### src/rtl/i2c_busclr_pkg.sv
package i2c_busclr_pkg;
  typedef enum logic [2:0] {
    ST_IDLE  = 3'd0,
    ST_REL   = 3'd1,
    ST_LOW   = 3'd2,
    ST_HIGH  = 3'd3,
    ST_PLOW  = 3'd4,
    ST_PHIGH = 3'd5,
    ST_PREL  = 3'd6,
    ST_FIN   = 3'd7
  } seq_state_t;
endpackage

### src/rtl/i2c_busclr_tick.sv
module i2c_busclr_tick #(
  parameter int CLK_PER_US = 100
) (
  input  logic clk,
  input  logic rst,
  input  logic clr,
  output logic tick
);
  localparam int W = $clog2(CLK_PER_US + 1);
  logic [W-1:0] div_q;

  assign tick = (div_q == W'(CLK_PER_US - 1));

  always_ff @(posedge clk) begin
    if (rst || clr) div_q <= '0;
    else if (tick)  div_q <= '0;
    else            div_q <= div_q + 1'b1;
  end
endmodule

### src/rtl/i2c_busclr_watch.sv
module i2c_busclr_watch #(
  parameter int TIMEOUT_US = 1000000
) (
  input  logic clk,
  input  logic rst,
  input  logic clr,
  input  logic tick,
  output logic expire
);
  localparam int W = $clog2(TIMEOUT_US + 1);
  logic [W-1:0] us_q;

  assign expire = tick && (us_q == W'(TIMEOUT_US - 1));

  always_ff @(posedge clk) begin
    if (rst || clr) us_q <= '0;
    else if (expire) us_q <= '0;
    else if (tick)   us_q <= us_q + 1'b1;
  end
endmodule

### src/rtl/i2c_busclr_fsm.sv
module i2c_busclr_fsm
  import i2c_busclr_pkg::*;
#(
  parameter int PHASE_CYC = 2000,
  parameter int PULSES    = 9,
  parameter int MAX_RETRY = 2,
  parameter int ATT_W     = 2
) (
  input  logic             clk,
  input  logic             rst,
  input  logic             start_i,
  input  logic             expire_i,
  input  logic             bus_busy_i,
  output logic             idle_o,
  output logic             nack_o,
  output logic             scl_oe_o,
  output logic             sda_oe_o,
  output logic             done_o,
  output logic             reinit_o,
  output logic             timeout_err_o,
  output logic [ATT_W-1:0] fail_cnt_o
);
  localparam int PH_W = $clog2(PHASE_CYC + 1);
  localparam int PL_W = $clog2(PULSES + 1);
  localparam logic [ATT_W-1:0] SAT = ATT_W'(MAX_RETRY + 1);

  seq_state_t state, nxt;
  logic [PH_W-1:0] ph_q;
  logic [PL_W-1:0] pl_q;
  logic phase_end, launch, finishing;

  assign phase_end = (ph_q == PH_W'(PHASE_CYC - 1));
  assign idle_o    = (state == ST_IDLE);
  assign launch    = idle_o && (start_i || (expire_i && fail_cnt_o < SAT));
  assign finishing = (state == ST_PREL) && phase_end;

  always_comb begin
    nxt = state;
    unique case (state)
      ST_IDLE:  if (launch) nxt = ST_REL;
      ST_REL:   if (phase_end) nxt = ST_LOW;
      ST_LOW:   if (phase_end) nxt = ST_HIGH;
      ST_HIGH:  if (phase_end) nxt = (pl_q == PL_W'(PULSES - 1)) ? ST_PLOW : ST_LOW;
      ST_PLOW:  if (phase_end) nxt = ST_PHIGH;
      ST_PHIGH: if (phase_end) nxt = ST_PREL;
      ST_PREL:  if (phase_end) nxt = ST_FIN;
      ST_FIN:   nxt = ST_IDLE;
      default:  nxt = ST_IDLE;
    endcase
  end

  always_ff @(posedge clk) begin
    if (rst) begin
      state         <= ST_IDLE;
      ph_q          <= '0;
      pl_q          <= '0;
      nack_o        <= 1'b0;
      scl_oe_o      <= 1'b0;
      sda_oe_o      <= 1'b0;
      done_o        <= 1'b0;
      reinit_o      <= 1'b0;
      timeout_err_o <= 1'b0;
      fail_cnt_o    <= '0;
    end else begin
      state    <= nxt;
      ph_q     <= (nxt != state) ? '0 : ph_q + 1'b1;
      if (state == ST_IDLE) pl_q <= '0;
      else if (state == ST_HIGH && phase_end) pl_q <= pl_q + 1'b1;
      nack_o   <= (nxt != ST_IDLE) && (nxt != ST_FIN);
      scl_oe_o <= (nxt == ST_LOW) || (nxt == ST_PLOW);
      sda_oe_o <= (nxt == ST_PLOW) || (nxt == ST_PHIGH);
      done_o   <= (nxt == ST_FIN);
      reinit_o <= done_o;
      if (finishing) begin
        if (!bus_busy_i)        fail_cnt_o <= '0;
        else if (fail_cnt_o < SAT) fail_cnt_o <= fail_cnt_o + 1'b1;
      end
      if (launch || !bus_busy_i) timeout_err_o <= 1'b0;
      else if (idle_o && expire_i && fail_cnt_o == SAT) timeout_err_o <= 1'b1;
    end
  end
endmodule

### src/rtl/i2c_busclr.sv
module i2c_busclr #(
  parameter int CLK_PER_US = 100,
  parameter int PHASE_US   = 20,
  parameter int PULSES     = 9,
  parameter int TIMEOUT_US = 1000000,
  parameter int MAX_RETRY  = 2,
  parameter int ATT_W      = $clog2(MAX_RETRY + 2)
) (
  input  logic             clk,
  input  logic             rst,
  input  logic             start_i,
  input  logic             bus_busy_i,
  output logic             nack_o,
  output logic             scl_oe_o,
  output logic             sda_oe_o,
  output logic             done_o,
  output logic             reinit_o,
  output logic             timeout_err_o,
  output logic [ATT_W-1:0] fail_cnt_o
);
  localparam int PHASE_CYC = PHASE_US * CLK_PER_US;

  logic idle, us_tick, expire, win_clr;

  assign win_clr = !bus_busy_i || !idle;

  i2c_busclr_tick #(.CLK_PER_US(CLK_PER_US)) u_tick (
    .clk(clk), .rst(rst), .clr(win_clr), .tick(us_tick)
  );

  i2c_busclr_watch #(.TIMEOUT_US(TIMEOUT_US)) u_watch (
    .clk(clk), .rst(rst), .clr(win_clr), .tick(us_tick), .expire(expire)
  );

  i2c_busclr_fsm #(
    .PHASE_CYC(PHASE_CYC), .PULSES(PULSES),
    .MAX_RETRY(MAX_RETRY), .ATT_W(ATT_W)
  ) u_fsm (
    .clk(clk), .rst(rst), .start_i(start_i), .expire_i(expire),
    .bus_busy_i(bus_busy_i), .idle_o(idle), .nack_o(nack_o),
    .scl_oe_o(scl_oe_o), .sda_oe_o(sda_oe_o), .done_o(done_o),
    .reinit_o(reinit_o), .timeout_err_o(timeout_err_o),
    .fail_cnt_o(fail_cnt_o)
  );
endmodule

### config.mk
export PLATFORM = sky130hd
export DESIGN_NAME = i2c_busclr
export DESIGN_NICKNAME = d
export VERILOG_FILES = /design/src/rtl/i2c_busclr_pkg.sv /design/src/rtl/i2c_busclr_tick.sv /design/src/rtl/i2c_busclr_watch.sv /design/src/rtl/i2c_busclr_fsm.sv /design/src/rtl/i2c_busclr.sv
export SDC_FILE = /design/constraint.sdc
export NUM_CORES = 1
export LEC_CHECK = 0
export BUFFER_PORTS_ARGS = -buffer_cell sky130_fd_sc_hd__buf_2
export CAP_MARGIN = 20
export CORE_ASPECT_RATIO = 1.5
export CORE_MARGIN = 10
export CORE_UTILIZATION = 50
export DETAILED_ROUTE_END_ITERATION = 10
export PLACE_DENSITY = 0.7
export RECOVER_POWER = 25
export SLEW_MARGIN = 20
export SYNTH_ARGS = -nofsm -noshare
export SYNTH_HDL_FRONTEND = slang
export SYNTH_SLANG_ARGS = --single-unit
export TNS_END_PERCENT = 50
### constraint.sdc
create_clock -name clk -period 2.3 [get_ports clk]
set_input_delay 0.23 -clock clk [delete_from_list [all_inputs] [get_ports clk]]
set_output_delay 0.23 -clock clk [all_outputs]
set_load 0.005 [all_outputs]
Word level (Yosys, flattened, before mapping)
Index checks and enable logic that the tools add are counted.

operators by class
  $lt $le $gt $ge = 1
  reductions and logical operators = 24
  add/sub/neg operators = 5
  equal/unequal tests = 19
  mux-type cells = 11

operator list
  operator                                        count
  two-way mux 3 bit                               8
  case mux 3 bit (8 select lines)                 1
  == test 3 bit (second input constant)           7
  adder 20 x 1 -> 20 bit (second input constant)  1
  == test 20 bit (second input constant)          1
  adder 11 x 1 -> 11 bit (second input constant)  1
  == test 11 bit (second input constant)          1
  OR reduction 2 bit                              5
  == test 3 x 2 -> 1 bit (second input constant)  3
  logical AND 1 bit                               8
  adder 7 x 1 -> 7 bit (second input constant)    1
  == test 7 bit (second input constant)           1
  logical OR 1 bit                                6
  adder 4 x 1 -> 4 bit (second input constant)    1
  == test 4 bit (second input constant)           1
  two-way mux 2 bit                               2
  == test 3 x 1 -> 1 bit (second input constant)  1
  zero test 3 bit                                 1
  inequality test 3 bit                           1
  inequality test 3 bit (second input constant)   1
  nonzero test 3 bit                              1
  adder 2 x 1 -> 2 bit (second input constant)    1
  == test 2 bit (second input constant)           1
  zero test 1 bit                                 2
  other kinds (3)                                 3

storage, ports and cells
  input bits = 4
  register bits = 53
  logic and storage cells = 72

Depth between registers and ports, before layout
  depth in word-level cells = 9
  mapped depth = 8
  depth with buffers taken out = 7

By module
From an unflattened synthesis, not the netlist that was laid out.

second synthesis, totals
  cells, all modules = 283
  area, all modules = 2,509.9 um^2

by module, submodules not included
  module            instances  seq. area each (um^2)  area each (um^2)  cells an instance
  i2c_busclr_fsm    1          520.5                  1,239.9           139
  i2c_busclr_watch  1          400.4                  958.4             109
  i2c_busclr_tick   1          140.1                  307.8             34
  i2c_busclr        1          0.0                    3.8               1

Least setup slack after synthesis
Ideal clock, no wire load.

  path kind = flip-flop to flip-flop
  from = register u_tick.div_q[0]
  to = register u_fsm.ph_q[4]
  library setup time = 0.115 ns
  setup slack = 0.138 ns
  buffers on the path = 2
  period minus slack after synthesis = 2.162 ns
  stages on the path, launching flop included = 9
  arrival = 2.048 ns
  path through = dfxtp_1 > ha_1 > or4b_1 > buf_2 > or3_4 > o31ai_4 > o31a_1 > buf_4 > nor2_1

on the way
  cells in the longest elaborated chain, start to end = 9

RTL lines
  item                                 line                    RTL
  start, declared                      i2c_busclr_tick.sv:10   logic [W-1:0] div_q;
  start signal, assigned               i2c_busclr_tick.sv:17   else div_q <= div_q + 1'b1;
  == test 7 bit                        i2c_busclr_tick.sv:12   assign tick = (div_q == W'(CLK_PER_US - 1));
  logical AND 1 bit                    i2c_busclr_watch.sv:13  assign expire = tick && (us_q == W'(TIMEOUT_US - 1));
  logical AND 1 bit                    i2c_busclr_fsm.sv:34    assign launch = idle_o && (start_i || (expire_i && fail_cnt_o < SAT));
  logical OR 1 bit                     i2c_busclr_fsm.sv:34
  logical AND 1 bit                    i2c_busclr_fsm.sv:34
  two-way mux 3 bit                    i2c_busclr_fsm.sv:40    ST_IDLE: if (launch) nxt = ST_REL;
  case mux 3 bit (8 select lines)      i2c_busclr_fsm.sv:39    unique case (state)
  inequality test 3 bit                i2c_busclr_fsm.sv:66    ph_q <= (nxt != state) ? '0 : ph_q + 1'b1;
  OR reduction 2 bit (no source line)  -
  end signal, assigned                 i2c_busclr_fsm.sv:66
  end, declared                        i2c_busclr_fsm.sv:28    logic [PH_W-1:0] ph_q;

Every way passes these cells.
A chain may end at the register's enable or synchronous reset.

Worst setup path in the final report
  from = register u_tick.div_q[0]
  to = register u_fsm.ph_q[1]

The elaborated chain is that of the path after synthesis.

==> summary.md <==
| Metric | Value |
|---|---|
| Synth Instances | 266 |
| WP data arrival | 2.37 ns |
| Clock slew at reported path FFs | 0.10 ns |
| Crit share post-route | 94.0% |
| Max clock buf depth | 2 |
| Crit-path cells | ha_1 > or4b_1 > or3_4 > o31ai_4 > o31a_1 > buf_12 > nor2b_1 |
| P per Cell Area | 573 nW/µm² |
| # port buffers | 11 |
| Initial drt markers | 55 |
| Post-DRT Antenna Nets | 0 |
| Starting density of the core | 52.2% |
| Placed cell area | 2590 µm² |
| Die X | 76.7 µm |
| Synthesized area | 2410 µm² |
| RSZ-0062 raised after global routing | false |
| Final Hold Violating Endpoints | 0 |
| Outcome | finished, final reports clean |
| WP depth | 7 |
| Final setup vio count | 0 |
| Worst-Skew Late Latency | 0.31 ns |
| Final non-filler cell total | 348 |
| Required @ worst endpoint | 2.51 ns |
| Post-cts sizing count | 0 |
| Slew @ Worst Pin | 0.752 ns |
| EDFF count, synth | 0 |
| Primary FF master, synth | dfxtp_1 |
| FF-to-FF path depth | 7 |
| Hold buffer count at CTS | 0 |
| Share of cells above drive strength 1 | 9.51% |
| Post-synthesis cell type count | 46 |
| Final #Nets | 293 |
| Vias in the first global route | 1826 |
| Core ar. | 4620 µm² |
| Tmin final | 2.16 ns |
| Static Leak | 0.945 nW |
| WS Path Type | reg -> reg |
| Max-cap viol count | 0 |
| Top cells by instance count after synthesis | dfxtp_1 (53), nor2_1 (52), xor2_1 (25) |
| Largest net degree at the start of global routing | 21 |
| Top delay family on crit path | simple AND/OR/NAND/NOR gates |
| Row cnt | 30 |
| Register bit total from synthesis | 53 |
| DP Worst Slack | 0.128 ns |
| Design Area, Final | 2680 µm² |
| Final worst slack | 0.138 ns |
| Via Count | 1817 |
| First-pass DRT Iterations | 4 |
| Total gr overflow | 0 |
| Avg Cell Area, Syn | 9.06 µm² |
| Filler instances | 430 |
| Hold path depth | 3 |
| Setup repair bufs after CTS | 0 |
| Diode count | 0 |
| I/O pin cnt | 12 |
| Vias/cell | 5.22 |
| Die extent in y | 105 µm |
| Placed cells | 340 |
| Cell type with the largest total area after synthesis | dfxtp_1 |
| Min Hold Slack | 0.221 ns |
| Total track usage | 11.4% |
| Clock skew | 0.0135 ns |
| Worst hold path type | in -> reg |
| Slowest cell on crit path | or4b_1 |
| Post-Syn Nets | 276 |
| Crit. End Element | flip-flop |
| Crit start category | flip-flop |
| Global placer's final weighted congestion | 0.754 |
| # DRC | 0 |
| Critical path fanouts, max | 10 |
| Hpwl dp | 3.24 mm |
| Max Freq | 463 MHz |
| Async set-reset flop share out of synthesis | 0% |
| Post-synth top area share | 44.0% |
| Rel. slew slack | 49.3% |
| CTS tree | done |
| VDD IR max | 0.482 mV |
| Area contributors post-synth | dfxtp_1 (44%), xor2_1 (9.1%), nor2_1 (8.1%), xnor2_1 (4.4%), ha_1 (3.1%) |
| Clk sinks | 53 |
| Max-slew violation count | 0 |
| Layout area overhead | 11.1% |
| Setup TNS | 0 ns |
| CTS root buffer | clkbuf_8 |
| Antenna violations before repair | 0 |
| WL/cell | 12.3 µm |
| Total CTS buffers | 5 |
| Register area share after synthesis | 44.0% |
| YS warnings | 0 |
| H-tree Lvls | 2 |
| Die area | 8060 µm² |
| WL final | 4.28 mm |
| First-pass GRT wire length | 7.91 mm |
| Worst path bufs/invs | 1 |
| CP max stage delay | 0.48 ns |
| Cell with the most instances after synthesis | dfxtp_1 |
==> cell usage in the layout, fill, tap and decap left out, types with 6 or more instances in the layout <==
master / instances
dfxtp_1: 53
nor2_1: 52
xor2_1: 25
nand2_1: 17
nand3_1: 14
xnor2_1: 12
nand4_1: 10
and3_1: 9
clkbuf_1: 8
ha_1: 6
clkbuf_8: 6
buf_4: 6
==> stage by stage <==
stage,power [W],util [%]
floorplan,0.000988,-
global placement,0.00101,56.1
detailed placement,0.00101,56.1
CTS,0.00155,58.2
global route,0.00159,58.0
finish,0.00154,58.0
==> worst paths after layout <==
kind	start	endpoint	slack [ns]
setup / recovery	u_tick.div_q[0]	u_fsm.ph_q[1]	0.14
hold / removal	bus_busy_i	u_fsm.timeout_err_o	0.22
setup reg to reg	u_tick.div_q[0]	u_fsm.ph_q[1]	0.14
hold reg to reg	u_tick.div_q[0]	u_tick.div_q[0]	0.45
==> sequential cells by signal (all words and copies together), names as in the netlist <==
| signal | cells |
|---|---|
| u_watch.us_q | 20 |
| u_fsm.sda_oe_o | 1 |
| u_fsm.timeout_err_o | 1 |
| u_fsm.nack_o | 1 |
| u_tick.div_q | 7 |
| u_fsm.scl_oe_o | 1 |
| u_fsm.ph_q | 11 |
| u_fsm.pl_q | 4 |
| u_fsm.fail_cnt_o | 2 |
| u_fsm.done_o | 1 |
| u_fsm.reinit_o | 1 |
| u_fsm.state | 3 |
==> worst reg2reg max path: cells and delay by family (launching register included) <==
kind,cells,cell delay [ns]
compound gates,2,0.45
fa+ha+maj,1,0.21
buf+inv,1,0.13
flops,1,0.36
simple gates,3,0.94
==> where the power goes <==
group / leakage, nW / internal [W] / total (W) / switching [W]
Combinational: 0.466 / 0.0000273 / 0.0000651 / 0.0000378
Sequential: 0.428 / 0.000923 / 0.000927 / 0.00000343
Clock: 0.0512 / 0.000244 / 0.000544 / 0.000299
==> cells by family after synthesis <==
family	Yosys count	share of synthesized area (%)
adders and majority gates	6	3.11
and+or+nand+nor	135	29.2
DFF	53	44.0
xor gates and xnor gates	37	13.4
buffers and inverters	15	2.85
muxes	3	1.25
AOI/OAI and AO/OA	17	6.18
==> routing by layer <==
metal / global-route usage, % / routed length [µm]
met2: 20.6 / 2280
met4: 4.40 / 58
met5: 0 / 0
met1: 12.5 / 1860
met3: 2.49 / 85
==> area by class of cell <==
cell class                      instances  area, µm²  share of cell area (%)
Multi-Input combinational cell        198       1290                    48.1
Timing Repair Buffer                   20        135                    5.04
Clock inverter                          2       13.8                   0.514
Clock buffer                            6       82.6                    3.08
Sequential cell                        53       1060                    39.6
Tap cell                               64       80.1                    2.99
Inverter                                5       18.8                   0.701
Note: power is estimated with default switching activity, not from simulation.
